--- src/rtl/pwm_pair_pkg.sv ---
package pwm_pair_pkg;

    typedef enum logic [1:0] {
        ST_LO_ON  = 2'd0,
        ST_GAP_HI = 2'd1,
        ST_HI_ON  = 2'd2,
        ST_GAP_LO = 2'd3
    } db_state_t;

    typedef struct packed {
        logic       gpio_lo;
        logic       gpio_hi;
        logic       pen_lo;
        logic       pen_hi;
        logic       ovd_lo;
        logic       ovd_hi;
        logic       ove_lo;
        logic       ove_hi;
        logic       per_sel;
        logic [1:0] dt_mode;
    } ctrl_t;

    localparam int CTRL_W = $bits(ctrl_t);
    localparam int N_TRIG = 2;

    localparam logic [2:0] A_CTRL = 3'd0;
    localparam logic [2:0] A_DUTY = 3'd1;
    localparam logic [2:0] A_PER  = 3'd2;
    localparam logic [2:0] A_DTHI = 3'd3;
    localparam logic [2:0] A_DTLO = 3'd4;
    localparam logic [2:0] A_TCMP = 3'd5;
    localparam logic [2:0] A_ECMP = 3'd6;

endpackage

--- src/rtl/pwm_timebase.sv ---
module pwm_timebase
    import pwm_pair_pkg::*;
#(
    parameter int W  = 16,
    parameter int NT = 2
) (
    input  logic                 clk,
    input  logic                 rst_n,
    input  logic [W-1:0]         master_per,
    input  logic [W-1:0]         indiv_per,
    input  logic                 per_sel,
    input  logic [W-1:0]         duty_sh,
    input  logic [W-1:0]         dthi_sh,
    input  logic [W-1:0]         dtlo_sh,
    input  logic [NT-1:0][W-1:0] cmp_sh,
    output logic [W-1:0]         cnt,
    output logic [W-1:0]         per_act,
    output logic [W-1:0]         duty_act,
    output logic [W-1:0]         dthi_act,
    output logic [W-1:0]         dtlo_act,
    output logic [NT-1:0][W-1:0] cmp_act,
    output logic                 wrap
);

    logic [W-1:0] last;

    // Periods of 0 or 1 give a counter that stays at zero.
    assign last = (per_act <= W'(1)) ? '0 : per_act - W'(1);
    assign wrap = (cnt >= last);

    always_ff @(posedge clk) begin
        if (!rst_n) begin
            cnt      <= '0;
            per_act  <= '0;
            duty_act <= '0;
            dthi_act <= '0;
            dtlo_act <= '0;
            cmp_act  <= '0;
        end else if (wrap) begin
            cnt      <= '0;
            per_act  <= per_sel ? indiv_per : master_per;
            duty_act <= duty_sh;
            dthi_act <= dthi_sh;
            dtlo_act <= dtlo_sh;
            cmp_act  <= cmp_sh;
        end else begin
            cnt <= cnt + 1'b1;
        end
    end

    // the count never reaches the active period.
    a_r1_cnt_below_period: assert property (@(posedge clk) disable iff (!rst_n)
        (per_act > W'(1)) |-> (cnt < per_act));

    // shadowed values stay put away from a wrap.
    a_r6_duty_held_mid_period: assert property (@(posedge clk) disable iff (!rst_n)
        !wrap |=> $stable(duty_act));

endmodule

--- src/rtl/pwm_deadband.sv ---
module pwm_deadband
    import pwm_pair_pkg::*;
#(
    parameter int W      = 16,
    parameter int DT_MIN = 16
) (
    input  logic         clk,
    input  logic         rst_n,
    input  logic         raw,
    input  logic         dt_en,
    input  logic [W-1:0] dthi,
    input  logic [W-1:0] dtlo,
    output logic         hi_on,
    output logic         lo_on
);

    localparam logic [W-1:0] MIN_V = W'(DT_MIN);

    db_state_t    st, st_nx;
    logic [W-1:0] dcnt, dcnt_nx;
    logic [W-1:0] hi_ld, lo_ld;

    // Floor applied where the gap counter is loaded.
    assign hi_ld = ((dthi < MIN_V) ? MIN_V : dthi) - W'(1);
    assign lo_ld = ((dtlo < MIN_V) ? MIN_V : dtlo) - W'(1);

    always_ff @(posedge clk) begin
        if (!rst_n) begin
            st   <= ST_LO_ON;
            dcnt <= '0;
        end else begin
            st   <= st_nx;
            dcnt <= dcnt_nx;
        end
    end

    always_comb begin
        st_nx   = st;
        dcnt_nx = dcnt;
        unique case (st)
            ST_LO_ON: begin
                if (raw) begin
                    if (dt_en) begin
                        st_nx   = ST_GAP_HI;
                        dcnt_nx = hi_ld;
                    end else begin
                        st_nx = ST_HI_ON;
                    end
                end
            end
            ST_GAP_HI: begin
                if (!raw)             st_nx = ST_LO_ON;
                else if (dcnt == '0)  st_nx = ST_HI_ON;
                else                  dcnt_nx = dcnt - 1'b1;
            end
            ST_HI_ON: begin
                if (!raw) begin
                    if (dt_en) begin
                        st_nx   = ST_GAP_LO;
                        dcnt_nx = lo_ld;
                    end else begin
                        st_nx = ST_LO_ON;
                    end
                end
            end
            ST_GAP_LO: begin
                if (raw)              st_nx = ST_HI_ON;
                else if (dcnt == '0)  st_nx = ST_LO_ON;
                else                  dcnt_nx = dcnt - 1'b1;
            end
            default: st_nx = ST_LO_ON;
        endcase
    end

    always_comb begin
        hi_on = (st == ST_HI_ON);
        lo_on = (st == ST_LO_ON);
    end

    // with gaps enabled the high side never turns on straight out of low-on.
    a_r4_gap_before_high: assert property (@(posedge clk) disable iff (!rst_n)
        ($rose(hi_on) && $past(dt_en)) |-> $past(!lo_on));

    // a freshly entered gap is never shorter than the floor.
    a_r5_hi_gap_floor: assert property (@(posedge clk) disable iff (!rst_n)
        (st == ST_GAP_HI && $past(st) != ST_GAP_HI) |-> (dcnt >= MIN_V - W'(1)));
    a_r5_lo_gap_floor: assert property (@(posedge clk) disable iff (!rst_n)
        (st == ST_GAP_LO && $past(st) != ST_GAP_LO) |-> (dcnt >= MIN_V - W'(1)));

endmodule

--- src/rtl/pwm_trig_cmp.sv ---
module pwm_trig_cmp #(
    parameter int W        = 16,
    parameter int TRIG_MIN = 8
) (
    input  logic         clk,
    input  logic         rst_n,
    input  logic [W-1:0] cnt,
    input  logic [W-1:0] cmp,
    input  logic [W-1:0] per,
    output logic         pulse
);

    logic hit;

    assign hit = (cnt == cmp) && (cmp >= W'(TRIG_MIN)) && (cmp < per);

    always_ff @(posedge clk) begin
        if (!rst_n) pulse <= 1'b0;
        else        pulse <= hit;
    end

    // every pulse lasts one cycle.
    a_r7_single_cycle: assert property (@(posedge clk) disable iff (!rst_n)
        pulse |=> !pulse);

    // a pulse only follows an in-range compare value.
    a_r8_range_ok: assert property (@(posedge clk) disable iff (!rst_n)
        pulse |-> ($past(cmp) >= W'(TRIG_MIN) && $past(cmp) < $past(per)));

endmodule

--- src/rtl/pwm_pair_gen.sv ---
module pwm_pair_gen
    import pwm_pair_pkg::*;
#(
    parameter int W        = 16,
    parameter int DT_MIN   = 16,
    parameter int TRIG_MIN = 8
) (
    input  logic         clk,
    input  logic         rst_n,
    input  logic         wr_en,
    input  logic [2:0]   wr_addr,
    input  logic [W-1:0] wr_data,
    input  logic [W-1:0] master_period,
    output logic         pwm_hi,
    output logic         pwm_lo,
    output logic         adc_trig,
    output logic         evt_trig
);

    ctrl_t                   ctrl;
    logic [W-1:0]            duty_sh, per_sh, dthi_sh, dtlo_sh;
    logic [N_TRIG-1:0][W-1:0] cmp_sh;

    logic [W-1:0]            cnt, per_act, duty_act, dthi_act, dtlo_act;
    logic [N_TRIG-1:0][W-1:0] cmp_act;
    logic                    wrap;
    logic                    raw, dt_en, hi_on, lo_on;
    logic [N_TRIG-1:0]       trig_v;

    // Register write port.
    always_ff @(posedge clk) begin
        if (!rst_n) begin
            ctrl    <= '0;
            duty_sh <= '0;
            per_sh  <= '0;
            dthi_sh <= '0;
            dtlo_sh <= '0;
            cmp_sh  <= '0;
        end else if (wr_en) begin
            case (wr_addr)
                A_CTRL: ctrl      <= ctrl_t'(wr_data[CTRL_W-1:0]);
                A_DUTY: duty_sh   <= wr_data;
                A_PER:  per_sh    <= wr_data;
                A_DTHI: dthi_sh   <= wr_data;
                A_DTLO: dtlo_sh   <= wr_data;
                A_TCMP: cmp_sh[0] <= wr_data;
                A_ECMP: cmp_sh[1] <= wr_data;
                default: ;
            endcase
        end
    end

    pwm_timebase #(.W(W), .NT(N_TRIG)) u_tb (
        .clk       (clk),
        .rst_n     (rst_n),
        .master_per(master_period),
        .indiv_per (per_sh),
        .per_sel   (ctrl.per_sel),
        .duty_sh   (duty_sh),
        .dthi_sh   (dthi_sh),
        .dtlo_sh   (dtlo_sh),
        .cmp_sh    (cmp_sh),
        .cnt       (cnt),
        .per_act   (per_act),
        .duty_act  (duty_act),
        .dthi_act  (dthi_act),
        .dtlo_act  (dtlo_act),
        .cmp_act   (cmp_act),
        .wrap      (wrap)
    );

    assign raw   = (cnt < duty_act);
    assign dt_en = (ctrl.dt_mode == 2'b00) || (ctrl.dt_mode == 2'b11);

    pwm_deadband #(.W(W), .DT_MIN(DT_MIN)) u_db (
        .clk  (clk),
        .rst_n(rst_n),
        .raw  (raw),
        .dt_en(dt_en),
        .dthi (dthi_act),
        .dtlo (dtlo_act),
        .hi_on(hi_on),
        .lo_on(lo_on)
    );

    for (genvar g = 0; g < N_TRIG; g++) begin : g_trig
        pwm_trig_cmp #(.W(W), .TRIG_MIN(TRIG_MIN)) u_cmp (
            .clk  (clk),
            .rst_n(rst_n),
            .cnt  (cnt),
            .cmp  (cmp_act[g]),
            .per  (per_act),
            .pulse(trig_v[g])
        );
    end

    assign adc_trig = trig_v[0];
    assign evt_trig = trig_v[1];

    // Pin priority: GPIO hand-off, then override, then dead-time output.
    always_comb begin
        if (!ctrl.pen_hi)     pwm_hi = ctrl.gpio_hi;
        else if (ctrl.ove_hi) pwm_hi = ctrl.ovd_hi;
        else                  pwm_hi = hi_on;

        if (!ctrl.pen_lo)     pwm_lo = ctrl.gpio_lo;
        else if (ctrl.ove_lo) pwm_lo = ctrl.ovd_lo;
        else                  pwm_lo = lo_on;
    end

endmodule

--- config.mk ---
export PLATFORM = sky130hd
export DESIGN_NAME = pwm_pair_gen
export DESIGN_NICKNAME = d
export VERILOG_FILES = /design/src/rtl/pwm_pair_pkg.sv /design/src/rtl/pwm_timebase.sv /design/src/rtl/pwm_deadband.sv /design/src/rtl/pwm_trig_cmp.sv /design/src/rtl/pwm_pair_gen.sv
export SDC_FILE = /design/constraint.sdc
export NUM_CORES = 1
export LEC_CHECK = 0
export BUFFER_PORTS_ARGS = -buffer_cell sky130_fd_sc_hd__buf_2
export CORE_AREA = 10 10 152 154
export DETAILED_ROUTE_END_ITERATION = 7
export DIE_AREA = 0 0 162 164
export PLACE_DENSITY = 0.74
export RECOVER_POWER = 25
export SLEW_MARGIN = 40
export SYNTH_ARGS = -nofsm -noshare
export SYNTH_HDL_FRONTEND = slang
export SYNTH_SLANG_ARGS = --single-unit
--- constraint.sdc ---
create_clock -name clk -period 4.6 [get_ports clk]
set_clock_uncertainty 0.05 [all_clocks]
set_input_delay 0.92 -clock clk [delete_from_list [all_inputs] [get_ports clk]]
set_output_delay 0.92 -clock clk [all_outputs]
set_load 0.02 [all_outputs]
### After elaboration in Yosys (flattened, before gate mapping)

Index checks and enable logic that the tools add are counted.
Widths: inputs -> output; s select.

| operators by class | value |
|---|---|
| bitwise operators | 1 |
| mux-type cells | 25 |
| equal/unequal tests | 20 |
| order comparisons | 9 |
| $add $sub $neg | 5 |
| reductions and logical operators | 19 |

Operators with widths:

| operator | count |
|---|---|
| $mux 16 | 11 |
| $pmux 16 s4 | 1 |
| $sub 16x1->16 const B | 4 |
| $lt 16x16->1 | 3 |
| $eq 16x16->1 | 2 |
| $ge 16x4->1 const B | 2 |
| $lt 16x5->1 const B | 2 |
| $add 16x1->16 const B | 1 |
| $ge 16x16->1 | 1 |
| $le 16x1->1 const B | 1 |
| $logic_not 16->1 | 1 |
| $mux 2 | 8 |
| $reduce_and 2->1 | 7 |
| $eq 3x3->1 const B | 3 |
| $ne 2x2->1 const B | 4 |
| $pmux 2 s4 | 1 |
| $eq 2x2->1 const B | 3 |
| $eq 3x2->1 const B | 2 |
| $reduce_and 6->1 | 1 |
| $logic_and 1x1->1 | 4 |
| $logic_not 2->1 | 2 |
| $mux 1 | 4 |
| $ne 2x1->1 const B | 2 |
| $reduce_and 4->1 | 1 |
| 8 further kinds | 8 |

| storage, ports and cells | value |
|---|---|
| word-level logic and storage cells | 106 |
| input port bits | 38 |
| bits in registers | 239 |

### Logic depth before layout (Yosys ltp)

Gate-level depths: netlist (run 1).

| logic depth | value |
|---|---|
| depth after elaboration | 6 |
| mapped depth | 17 |
| depth with buffers taken out | 14 |

### Hierarchy

Synthesis (run 1) repeated with hierarchy kept, for this count alone.

| second synthesis, totals | value |
|---|---|
| cells, all modules | 1502 |
| area, all modules | 12522.0 µm² |

By module, submodules not included:

| module | area each (µm²) | times used | cells an instance |
|---|---|---|---|
| pwm_timebase | 5300.1 | 1 | 596 |
| pwm_pair_gen | 4401.7 | 1 | 535 |
| pwm_deadband | 1591.5 | 1 | 209 |
| pwm_trig_cmp | 614.3 | 2 | 81 |

### Worst setup path before layout (run 1)

No wires, ideal clock.

| timing | value |
|---|---|
| kind | register -> register |
| start | reg u_tb.per_act[0] |
| end | reg u_tb.cmp_act[0] in the netlist's numbering |
| stages on the path, launching flop included | 17 |
| data arrival time | 3433 ps |
| setup slack | 1043 ps |
| data required time | 4476 ps |
| path through | dfxtp_1 nor4_1 nand2_1 or3_1 nor3_1 a21oi_1 ha_1 a2111oi_0 o21ai_0 nor2_1 o211ai_1 o21ai_1 buf_2 buf_2 buf_2 nand3_1 o21ai_0 |

| between the ends | value |
|---|---|
| word-level cells in the longest chain between the ends | 3 |
| elaborated cells between the ends (all ways) | 4 |
| those cells by class | add/sub: 1; order compare: 2; mux: 1 |

Ends and longest elaborated chain:

| what | line | source |
|---|---|---|
| from (decl) | pwm_timebase.sv:17 | `output logic [W-1:0] per_act,` |
| from (signal assigned) | pwm_timebase.sv:41 | `per_act <= per_sel ? indiv_per : master_per;` |
| $sub 16x1->16 / $le 16x1->1 (equally long branches) | pwm_timebase.sv:28 | `assign last = (per_act <= W'(1)) ? '0 : per_act - W'(1);` |
| $mux 16 (*) | pwm_timebase.sv:28 |  |
| $ge 16x16->1 (*) | pwm_timebase.sv:29 | `assign wrap = (cnt >= last);` |
| to (signal assigned) | pwm_timebase.sv:45 | `cmp_act <= cmp_sh;` |
| to (decl) | pwm_timebase.sv:21 | `output logic [NT-1:0][W-1:0] cmp_act,` |

Mark *: on every way between the ends. The rest lies on a longest branch, timed or not.
A chain may end at the register's enable or synchronous reset.

### Final worst setup path (run 1)

| timing | value |
|---|---|
| start | reg u_tb.per_act[0] |
| end | reg u_tb.dtlo_act[0] |

| between the ends | value |
|---|---|
| word-level cells in the longest chain between the ends | 3 |
| elaborated cells between the ends (all ways) | 4 |
| those cells by class | add/sub: 1; order compare: 2; mux: 1 |

Ends and longest elaborated chain:

| what | line | source |
|---|---|---|
| $sub 16x1->16 / $le 16x1->1 (equally long branches) | pwm_timebase.sv:28 |  |
| $mux 16 (*) | pwm_timebase.sv:28 |  |
| $ge 16x16->1 (*) | pwm_timebase.sv:29 |  |
| to (signal assigned) | pwm_timebase.sv:44 | `dtlo_act <= dtlo_sh;` |
| to (decl) | pwm_timebase.sv:20 | `output logic [W-1:0] dtlo_act,` |

Marks and branches as above.

==> results, run 1 <==
- The net total in the final layout is 1538.
- The sequential-to-total area share from yosys stat is 41.85%.
- The count of cells in the finished layout, fillers not included, comes to 1725.
- The post-route minimum period is 4061 ps.
- Compared with the post-synthesis result, the final layout area differs by 10.97%.
- The worst-case IR drop observed on VDD is 0.3541 mV.
- After clock tree synthesis, the clock-pin slew on the worst setup and hold paths is 60 ps.
- Buffers inserted during clock tree synthesis total 26.
- The clock passes through at most 3 buffers.
- The count of warnings emitted by yosys is 0.
- The summed instance area of the synthesized netlist is 0.01143 mm².
- The worst setup path is of the reg2reg kind.
- The critical path goes through nor4_1 > nand2_1 > or3_1 > nor3_1 > a21oi_1 > ha_1 > a2111oi_0 > o21ai_0 > nor2_1 > o211ai_1 > o21ai_4 > buf_12 > nand3_1 > o21ai_0.
- Global routing used 35.94% of the available met2 tracks.
- The number of gates given a new drive strength after cts is 0.
- Leaving out fill and tap cells, the most frequent cell in the layout is nand2_1.
- The number of H-tree levels is 1.
- Setup violations remaining at the end of the flow were counted as 0.
- The power density of the placed cells is 468.4 mW/mm².
- The total count of hold-check failures in the final report is 0.
- In this design, the stage delay of the slowest critical-path cell is 610 ps.
- For this design the static power due to leakage is 0.004534 µW.
- The detail route stage leaves a number of antenna-violating nets equal to 0.
- The first TritonRoute pass finished after 5 iterations.
- Setup repair after global routing left no endpoint under its margin.
- The first-pass GRT wire length is 48.80 mm.
- Global routing used 3.855% of the available met3 tracks.
- For this configuration, the core starts out at a cell density of 57.06%.
- The vertical die dimension is 164 µm.
- The sum of overflow across all layers after global routing is 0.
- When the netlist entered floorplanning its net count stood at 1549.
- The number of sinks handled by clock tree synthesis is 239.
- Hold repair after CTS inserted 0 buffers.
- The total setup buffers inserted after CTS is 0.
- Yosys mapped the design onto 54 distinct sky130hd cell types.
- By instance count, the cell type seen most on the critical path is o21ai_0.
- 0 antenna diodes ended up in the layout.
- The final-layout setup total negative slack is 0 ps.
- The clock tree from TritonCTS is built.
- The count of flip-flops with a built-in enable after synthesis is 0.
- The fraction of layout instances using a drive strength above 1 is 7.698%.
- Wires add up to 30.69 mm.
- Data arrives at the worst endpoint at 4460 ps.
- The violation count after the first detailed-route iteration is 745.
- The worst-path maximum fanout is 117.
- The initial antenna violation count is 0.
- The number of placed instances, taps included, is 1677.
- STA classifies the critical path endpoint as a flop.
- The worst hold path cell count is 2.
- The DRC violations left is 0.
- Dividing the detail-routed via count by the number of cells gives 5.715.
- The number of placement rows is 52.
- Counting cells, the worst reg-to-reg path comes to 14.
- At the end of routability-driven placement, the weighted congestion stood at 0.9880.
- The routed layout has 9859 vias.
- The async set-or-reset flop fraction in the synthesized netlist is 0%.
- At the end of the flow the core is filled with cells to 63.31%.
- The checks that failed: max-capacitance violations, max-slew violations.
- The number of storage elements in the synthesis netlist is 239.
- The chip width is 162 µm.
- The worst-case headroom to the max-slew limit is -50.66%.
- The via count of the first global-routing pass is 9037.
- The least setup slack across all paths after layout is 539.3 ps.
- The number of top-level design ports is 42.
- The tree is rooted in a clkbuf_16.
- Global routing consumed, over all layers together, 22.57% of the routing resources.
- The worst hold path class is reg2reg.
- The dominant register cell in the synthesized netlist is dfxtp_1.
- At the pin with the least slew margin, the transition time is 2260 ps.
- For the worst-skew pair, the clock arrives at the later sink with an insertion delay of 530 ps.
- In the global route stage, met1 resource usage came out at 30.92%.
- The number of pins with negative max-slew slack in the final report is 96.
- The total power is 5943 µW.
- STA classifies the critical path startpoint as a flop.
- The placed wire-length estimate after detailed placement is 21.32 mm.
- The highest-utilization routing layer at the global route stage is met2.
- Entering global routing, the biggest net connects 118 pins.
- The achievable frequency is 246.3 MHz.
- Dividing the final minimum period by the clock period gives 88.28%.
- The average wire per cell in the routed design is 17.79 µm.
- The master of the slowest instance on the critical path is nor4_1.
- At the worst endpoint, the required time is 5000 ps.
- At the placement stage, the worst setup path has a slack of 629.2 ps.
- The flow ran to the end, but the final reports show violations.
- The number of instances in the synthesized netlist is 1446.
- During placement, the flow inserted port buffers numbering 41.
- The top cell types in the final layout, fill and taps aside, are nand2_1, dfxtp_1, a21oi_1.
- The region available for standard cell placement spans 0.02004 mm².
- The max-capacitance violation count is 2.
- Averaged over all synthesized cells, the footprint is 7.907 µm².
- The die covers 0.02657 mm².
[registers in the layout (all words and copies together), names as in the netlist, 11 cells and up]
name	count
duty_sh	16
dthi_sh	16
ctrl	11
per_sh	16
u_tb.cmp_act	32
u_tb.per_act	16
dtlo_sh	16
cmp_sh	32
u_db.dcnt	16
u_tb.duty_act	16
u_tb.dtlo_act	16
u_tb.cnt	16
u_tb.dthi_act	16
[worst max-delay path: cells and delay by family, from the launching register on]
kind	cells	cell delay, ps
AO/OA/AOI/OAI	6	1260
adder cells (fa/ha/maj)	1	190
buffers and inverters	1	370
flip-flops	1	370
AND/OR/NAND/NOR	6	1660
[metrics by stage]
stage               cell area (µm²)  hold slack (ps)
detailed placement            11750            396.7
global placement              11730            389.1
global route                  12690            415.4
CTS                           12710            404.9
finish                        12690            403.5
floorplan                     11430            386.2
[cells in the mapped netlist (all sizes together), types with 17 or more instances]
| cell | count | area (µm²) |
|---|---|---|
| nand2 | 334 | 1254 |
| dfxtp | 239 | 4785 |
| a21oi | 154 | 770.7 |
| o21ai | 108 | 540.5 |
| nand3 | 97 | 485.5 |
| clkbuf | 73 | 275.3 |
| ha | 65 | 813.3 |
| nor2 | 56 | 212.7 |
| xnor2 | 45 | 394.1 |
| inv | 38 | 142.6 |
| a211oi | 37 | 277.8 |
| xor2 | 22 | 192.7 |
| nor2b | 21 | 131.4 |
| nor4 | 20 | 162.6 |
| nand4 | 19 | 118.9 |
| buf | 17 | 92.59 |
[logic make-up after synthesis]
| kind of cell | count (synthesis) | synth area share (%) |
|---|---|---|
| flops | 239 | 41.85 |
| simple gates | 593 | 23.28 |
| buf+inv | 129 | 4.498 |
| mux | 18 | 1.609 |
| xor+xnor | 67 | 5.132 |
| compound gates | 335 | 16.52 |
| fa+ha+maj | 65 | 7.113 |
[worst paths after layout]
kind / from / endpoint / slack [ps]
worst max-delay path: u_tb.per_act[0] / u_tb.dtlo_act[0] / 540
worst min-delay path: cmp_sh[13] / u_tb.cmp_act[13] / 400
worst max register to register: u_tb.per_act[0] / u_tb.dtlo_act[0] / 540
worst min register to register: cmp_sh[13] / u_tb.cmp_act[13] / 400
[final cells by class]
cell class | instances | area (µm²)
clock buffer | 38 | 797.0
multi-input combinational | 1078 | 6161
fill | 1818 | 7352
sequential | 239 | 4786
tap | 270 | 337.8
timing repair buffer | 51 | 300.3
inverter | 39 | 146.4
clock inverter | 10 | 158.9
[routing by layer]
metal  vias up  wire length [µm]
met5         -                 0
met4         0               726
met3        49              2091
met2       288             13720
met1      4564             14160
li1       4958                 -
[power by group]
group          total (µW)  internal, µW  leakage, µW  switching, µW
Clock                2270          1420     0.000466            850
Sequential           2310          2180      0.00193            131
Combinational        1360           526      0.00213            834
Total                5940          4130      0.00453           1810
Note: power is estimated with default switching activity, not from simulation.
==> run 2: changes to the inputs <==
Settings changed: RECOVER_POWER 25 to default.
==> results, run 2 (synthesis gave the netlist of run 1 again) <==
- Buffers added to address setup during post-CTS repair amount to 0.
- The net total in the final layout is 1538.
- The die is 164 µm tall.
- The worst hold path class is reg2reg.
- The total overflow left after global routing is 0.
- The end of the worst hold path is u_tb.cmp_act[13].
- For this configuration, the core starts out at a cell density of 57.06%.
- Setup repair after global routing left no endpoint under its margin.
- After detailed routing, the average wire length per cell comes to 17.81 µm.
- The area taken by flip-flops and latches is 0.004786 mm².
- The initial antenna violation count is 0.
- The arrival time of the worst setup path is 4460 ps.
- The worst hold path cell count is 2.
- For the worst setup path, the data required time is 5000 ps.
- The summed area of non-filler cells in the final layout is 0.01271 mm².
- The standby leakage power is 0.004543 µW.
- 42 I/O pins were placed.
- The number of clock buffers added by TritonCTS is 26.
- Summed over all failing endpoints, the final setup total negative slack is 0 ps.
- In this run the critical register-to-register path is captured at u_tb.dtlo_act[0].
- Once the clock tree was built, the resizer swapped 0 gates to a different size.
- The maximum number of pins on one net before global-route repair is 118.
- For this run, the top clock speed supported by timing is 246.4 MHz.
- The worst-case IR drop observed on VDD is 0.3545 mV.
- The clock input transition at the sequential cells of the worst setup and hold paths is 60 ps.
- The part of the cycle the worst path needs is 88.22%.
- Setup violations remaining at the end of the flow were counted as 0.
- The category of the worst setup path capture point is a flop.
- The critical path is of the reg2reg type.
- In this run the deepest clock path goes through 3 buffers.
- The cell sitting at the root of the clock tree is a clkbuf_16.
- The post-route minimum period is 4058 ps.
- The first global-routing pass estimated 48.80 mm of wire.
- The placed wire-length estimate after detailed placement is 21.32 mm.
- For this design, the sink count on the clock tree is 239.
- Fill cells in the final layout number 1814.
- The number of pins with negative max-slew slack in the final report is 0.
- Timing analysis after detailed placement gives a worst setup slack of 629.2 ps.
- After the flow finishes, the layout carries non-filler instances totaling 1725.
- The floorplan step set the die width to 162 µm.
- 0 antenna diodes ended up in the layout.
- Once placement completed, the tool counted placed cells totaling 1677.
- The cell area reported after detailed placement is 0.01175 mm².
- The worst-case headroom to the max-slew limit is 50.44%.
- The floorplan step defined a die boundary enclosing 0.02657 mm².
- The routed layout has 9824 vias.
- Once detail routing completed, the nets flagged for antenna violations numbered 0.
- The detailed router finished its first iteration with 765 violations.
- The slack of the worst reg-to-reg path is 540 ps.
- The startpoint of the most critical register-to-register path is u_tb.per_act[0].
- Dividing the detail-routed via count by the number of cells gives 5.695.
- met2 is the most crowded layer.
- For this design, the CTS-stage hold fixing added 0 buffers.
- In this run the number of H-tree levels came out at 1.
- The aggregate global-route resource usage is 22.57%.
- After floorplanning, the core was divided into 52 placement rows.
- The startpoint of the tightest hold check path is cmp_sh[13].
- In the final layout, the registers with the most flip-flops are cmp_sh (32), u_tb.cmp_act (32).
- After detailed routing, the total wire length is 30.72 mm.
- The number of detailed-route iterations in the first pass is 5.
- The clock tree from TritonCTS is built.
- Port buffering added 41 buffers.
- The run finished with clean final reports.
- The transition time at the pin with the least slew margin is 741.3 ps.
- The met1 layer usage reported by global route is 30.92%.
- The via count of the first global-routing pass is 9037.
- Across all hold checks on the routed design, the worst slack comes to 403.3 ps.
- The total area of multi-input combinational cells is 0.006166 mm².
- The power density of the placed cells is 468.3 mW/mm².
- The library cell used most frequently in the layout, excluding fill and tap cells, is nand2_1.
- The least setup slack across all paths after layout is 541.9 ps.
- The global routing usage on met2 is 35.94%.
- Measured in cells, the most critical reg-to-reg path has a length of 14.
- Max-cap violations in this run came to 0.
- Global routing consumed, on the met3 layer, 3.855% of the routing resources.
- The core region is 0.02004 mm².
- Relative to the synthesized area, the layout overhead comes to 11.13%.
- The library cells used most frequently in the layout, excluding fill and tap cells, are nand2_1, dfxtp_1, a21oi_1.
- After detailed routing, the number of remaining DRC violations is 0.
- The fraction of layout instances using a drive strength above 1 is 8.110%.
- Of all nets on the critical path, the largest fanout is 117.
- The worst setup path is launched from a flop.
- The placer congestion estimate is 0.9880.
- The total count of hold-check failures in the final report came to 0.
- The later pin in the worst-skew pair is clocked with a latency of 530 ps.
run 2: changes by cell type in the layout (fill, tap and decap cells not counted), sizes merged:
cell and change:
buf +4, clkbuf -4
run 2: worst max path at each step:
stage	startpoint	endpoint
2_1_floorplan	u_tb.per_act[0]	u_tb.cmp_act[0]
3_3_place_gp	u_tb.per_act[0]	u_tb.per_act[2]
3_5_place_dp	u_tb.per_act[0]	u_tb.dtlo_act[14]
4_1_cts	u_tb.per_act[0]	u_tb.dtlo_act[0]
5_1_grt	u_tb.per_act[0]	u_tb.dthi_act[14]
6_report	u_tb.per_act[0]	u_tb.dtlo_act[0]
run 2: critical path, stage by stage (launching register included):
cell and delay, ps:
dfxtp_1 370, nor4_1 610, nand2_1 240, or3_1 380, nor3_1 140, a21oi_1 60, ha_1 190, a2111oi_0 550
o21ai_0 170, nor2_1 130, o211ai_1 130, o21ai_4 230, buf_12 360, nand3_1 150, o21ai_0 120
run 2: cell type report:
cell class / instances / area share [%]
clock buffer: 38 / 6.273
tap: 270 / 2.659
multi-input combinational: 1078 / 48.53
sequential: 239 / 37.67
timing repair buffer: 51 / 2.452
clock inverter: 10 / 1.251
inverter: 39 / 1.172
run 2: metal layers:
| layer | vias up | wire length, µm |
|---|---|---|
| li1 | 4955 | - |
| met1 | 4559 | 14110 |
| met2 | 261 | 13820 |
| met3 | 49 | 2066 |
| met4 | 0 | 721 |
| met5 | - | 0 |
run 2: report_power, final:
part           total, µW  internal, µW  leakage [µW]  switching, µW
Clock               2280          1420      0.000466            855
Combinational       1360           527       0.00214            836
Sequential          2310          2180       0.00193            132
Total               5950          4130       0.00454           1820
run 2: per-stage QoR:
| stage | power (µW) | utilization [%] |
|---|---|---|
| floorplan | 3382 | - |
| detailed placement | 3694 | 58.64 |
| CTS | 5952 | 63.41 |
| global route | 6228 | 63.41 |
| finish | 5950 | 63.41 |
| global placement | 3654 | 58.51 |
==> run 3: changes to the inputs <==
Settings changed: BUFFER_PORTS_ARGS -buffer_cell sky130_fd_sc_hd__buf_2 to default, DONT_BUFFER_PORTS from default to 1, PLACE_DENSITY 0.74 to 0.73.
==> results, run 3 (synthesis gave the netlist of run 1 again) <==
- The flow ran to the end, and the final reports show no timing, DRC or antenna violations.
- The final-layout setup total negative slack is 0 ps.
- The pre-CTS setup slack is 566.8 ps.
- The share of the core filled with cells is 62.41%.
- Summed over all nets, the half-perimeter wirelength after detailed placement is 21.15 mm.
- The first routing iteration left 900 violations.
- The number of antenna diodes in the final layout is 0.
- The count of buffer and inverter cells on the critical path is 1.
- In the routed design, unresolved DRC markers number 0.
- The clock tree from TritonCTS is built.
- The number of top-level design ports is 42.
- The initial antenna violation count is 0.
- The initial core utilization is 57.06%.
- The net count of the finished layout is 1497.
- The worst-path maximum fanout is 67.
- The clock latency at the later pin of the worst-skew pair is 540 ps.
- After detailed routing, the average wire length per cell comes to 18.25 µm.
- After clock tree synthesis, the clock-pin slew on the worst setup and hold paths is 60 ps.
- For this run the aggregate overflow at the end of global routing stands at 0.
- The number of sinks handled by clock tree synthesis is 239.
- The arrival time of the worst setup path is 4320 ps.
- Before antenna repair, the detailed router went through 5 iterations.
- The per-cell via count in the routed design is 5.834.
- The die covers 0.02657 mm².
- The number of pins with negative max-slew slack in the final report is 0.
- The core region is 0.02004 mm².
- The floorplan step set the die height to 164 µm.
- The category of the worst setup path capture point is a flop.
- CTS built an H-tree with a depth of 1.
- The post-route minimum period is 3966 ps.
- The total number of vias is 9813.
- The commonest non-fill, non-tap cell in the layout is nand2_1.
- The total count of hold-check failures in the final report is 0.
- The placed instances occupy a cell area of 0.01154 mm².
- The number of cells on the worst reg-to-reg path is 14.
- The finished cells cover 0.01251 mm².
- The total setup buffers inserted after CTS is 0.
- Across the run, the number of max-cap violations was 0.
- The worst register-to-register path begins at u_tb.per_act[0].
- The least setup slack across all paths after layout is 633.9 ps.
- The via count of the first global-routing pass came to 8982.
- Leaving out fill and tap cells, the most frequent cells in the layout are nand2_1, dfxtp_1, a21oi_1.
- During placement, the flow inserted port buffers numbering 0.
- The hold buffer count at cts is 0.
- STA puts the critical path data required time at 4950 ps.
- The chip width is 162 µm.
- The standby leakage power is 0.004375 µW.
- Tracing the worst setup path back leads to its startpoint at u_tb.per_act[0].
- On the worst path, the slowest cell contributes a delay of 500 ps.
- The worst-case IR drop observed on VDD is 0.3359 mV.
- Headroom to the max-slew limit came out at 50.25%.
- For this run, the total global-route usage over all layers was measured as 22.77%.
- The worst setup path is of the reg2reg kind.
- The kind of cell adding the most delay to the critical path is compound AO/OA/AOI/OAI gates.
- By instance count, the cell type seen most on the critical path is a211oi_1.
- Derived from the worst setup path, the maximum achievable clock frequency is 252.1 MHz.
- The element type at the critical path start is a flop.
- The signal on the critical path passes through nor4_2 > nand2_1 > or3_1 > nor3_1 > a21oi_1 > ha_1 > a2111oi_0 > o21ai_0 > nor2_1 > o211ai_1 > o21ai_4 > buf_12 > a211oi_1 > a211oi_1.
- For this design, the slowest cell found on the critical path is nor4_2.
- The number of placement rows is 52.
- Setup repair after global routing left no endpoint under its margin.
- TritonCTS created 26 clock buffers.
- Setup violations remaining at the end of the flow were counted as 0.
- Cells with a size suffix above 1 make up 5.595% of the layout.
- Relative to the synthesized area, the layout overhead comes to 9.389%.
- The critical path ends at u_tb.per_act[4].
- The maximum clock path buffer count is 3.
- The tightest min-delay check is of the reg2reg type.
- The congestion estimate from routability-driven global placement came to 0.9734.
- The clock root buffer is clkbuf_16.
- The part of the cycle the worst path needs is 86.22%.
- The critical register-to-register path endpoint is u_tb.per_act[4].
- In this run the number of cells on the critical path is 14.
- The routed design has 30.70 mm of wire.
- Across all register-to-register paths, the minimum setup slack is 630 ps.
- The maximum number of pins on one net before global-route repair is 174.
- The power density of the placed cells is 473.6 mW/mm².
- The worst slack on hold paths is 399.6 ps.
- The largest registers in the layout are cmp_sh (32), u_tb.cmp_act (32).
- The first-pass GRT wire length is 49.08 mm.
- The post-route antenna net violation count is 0.
- At the pin with the least slew margin, the transition time is 744.1 ps.
-- run 3: changes by cell type in the layout (fill, tap and decap cells not counted), sizes merged --
cell | previous run | this run
clkbuf | 38 | 31
clkinv | 4 | 7
buf | 51 | 10
bufinv | 4 | 6
-- run 3: layer usage --
layer	up-vias	GRT usage, %	wire length, µm
li1	4883	-	-
met1	4521	32.09	14060
met5	-	0	0
met4	0	6.617	735
met2	347	34.86	13390
met3	62	4.080	2523
-- run 3: report_power, final --
part / total [µW] / switching, µW / internal, µW
Sequential: 2320 / 136 / 2180
Clock: 2320 / 866 / 1450
Combinational: 1290 / 771 / 518
-- run 3: cell type report --
cell class                 instances  area [µm²]
clock buffer                      31       720.7
clock inverter                    15       241.5
fill                            1824        7532
inverter                          39       147.6
multi-input combinational       1078        6172
sequential                       239        4787
tap                              270       337.8
timing repair buffer              10       100.1
-- run 3: how the worst min path moves through the flow --
stage          cells after the start  slack (ps)        from                to
6_report                           2         400  cmp_sh[18]  u_tb.cmp_act[18]
5_1_grt                            2         420  dthi_sh[9]        dthi_sh[9]
4_1_cts                            2         400  cmp_sh[18]  u_tb.cmp_act[18]
3_5_place_dp                       2         400  cmp_sh[29]  u_tb.cmp_act[29]
3_3_place_gp                       2         390  cmp_sh[21]  u_tb.cmp_act[21]
2_1_floorplan                      2         390   cmp_sh[0]   u_tb.cmp_act[0]
-- run 3: worst reg2reg max path: stages (launching register included) --
cell and delay (ps):
dfxtp_1 370, nor4_2 500, nand2_1 220, or3_1 390, nor3_1 150, a21oi_1 60
ha_1 200, a2111oi_0 490, o21ai_0 160, nor2_1 120, o211ai_1 130, o21ai_4 200
buf_12 280, a211oi_1 130, a211oi_1 400
-- run 3: through the flow --
stage | total power (µW) | cells
6_report | 5924 | 1682
5_1_grt | 6213 | 1682
4_1_cts | 5942 | 1682
3_5_place_dp | 3627 | 1636
3_3_place_gp | 3587 | 1636
2_1_floorplan | 3382 | 1446
-- run 3: repair_timing --
| action | 4_1_cts | 5_1_grt |
|---|---|---|
| endpoints found under the hold margin | 0 | 0 |
| resized for setup | 0 | 1 |
| endpoints found under the setup margin | 0 | 7 |
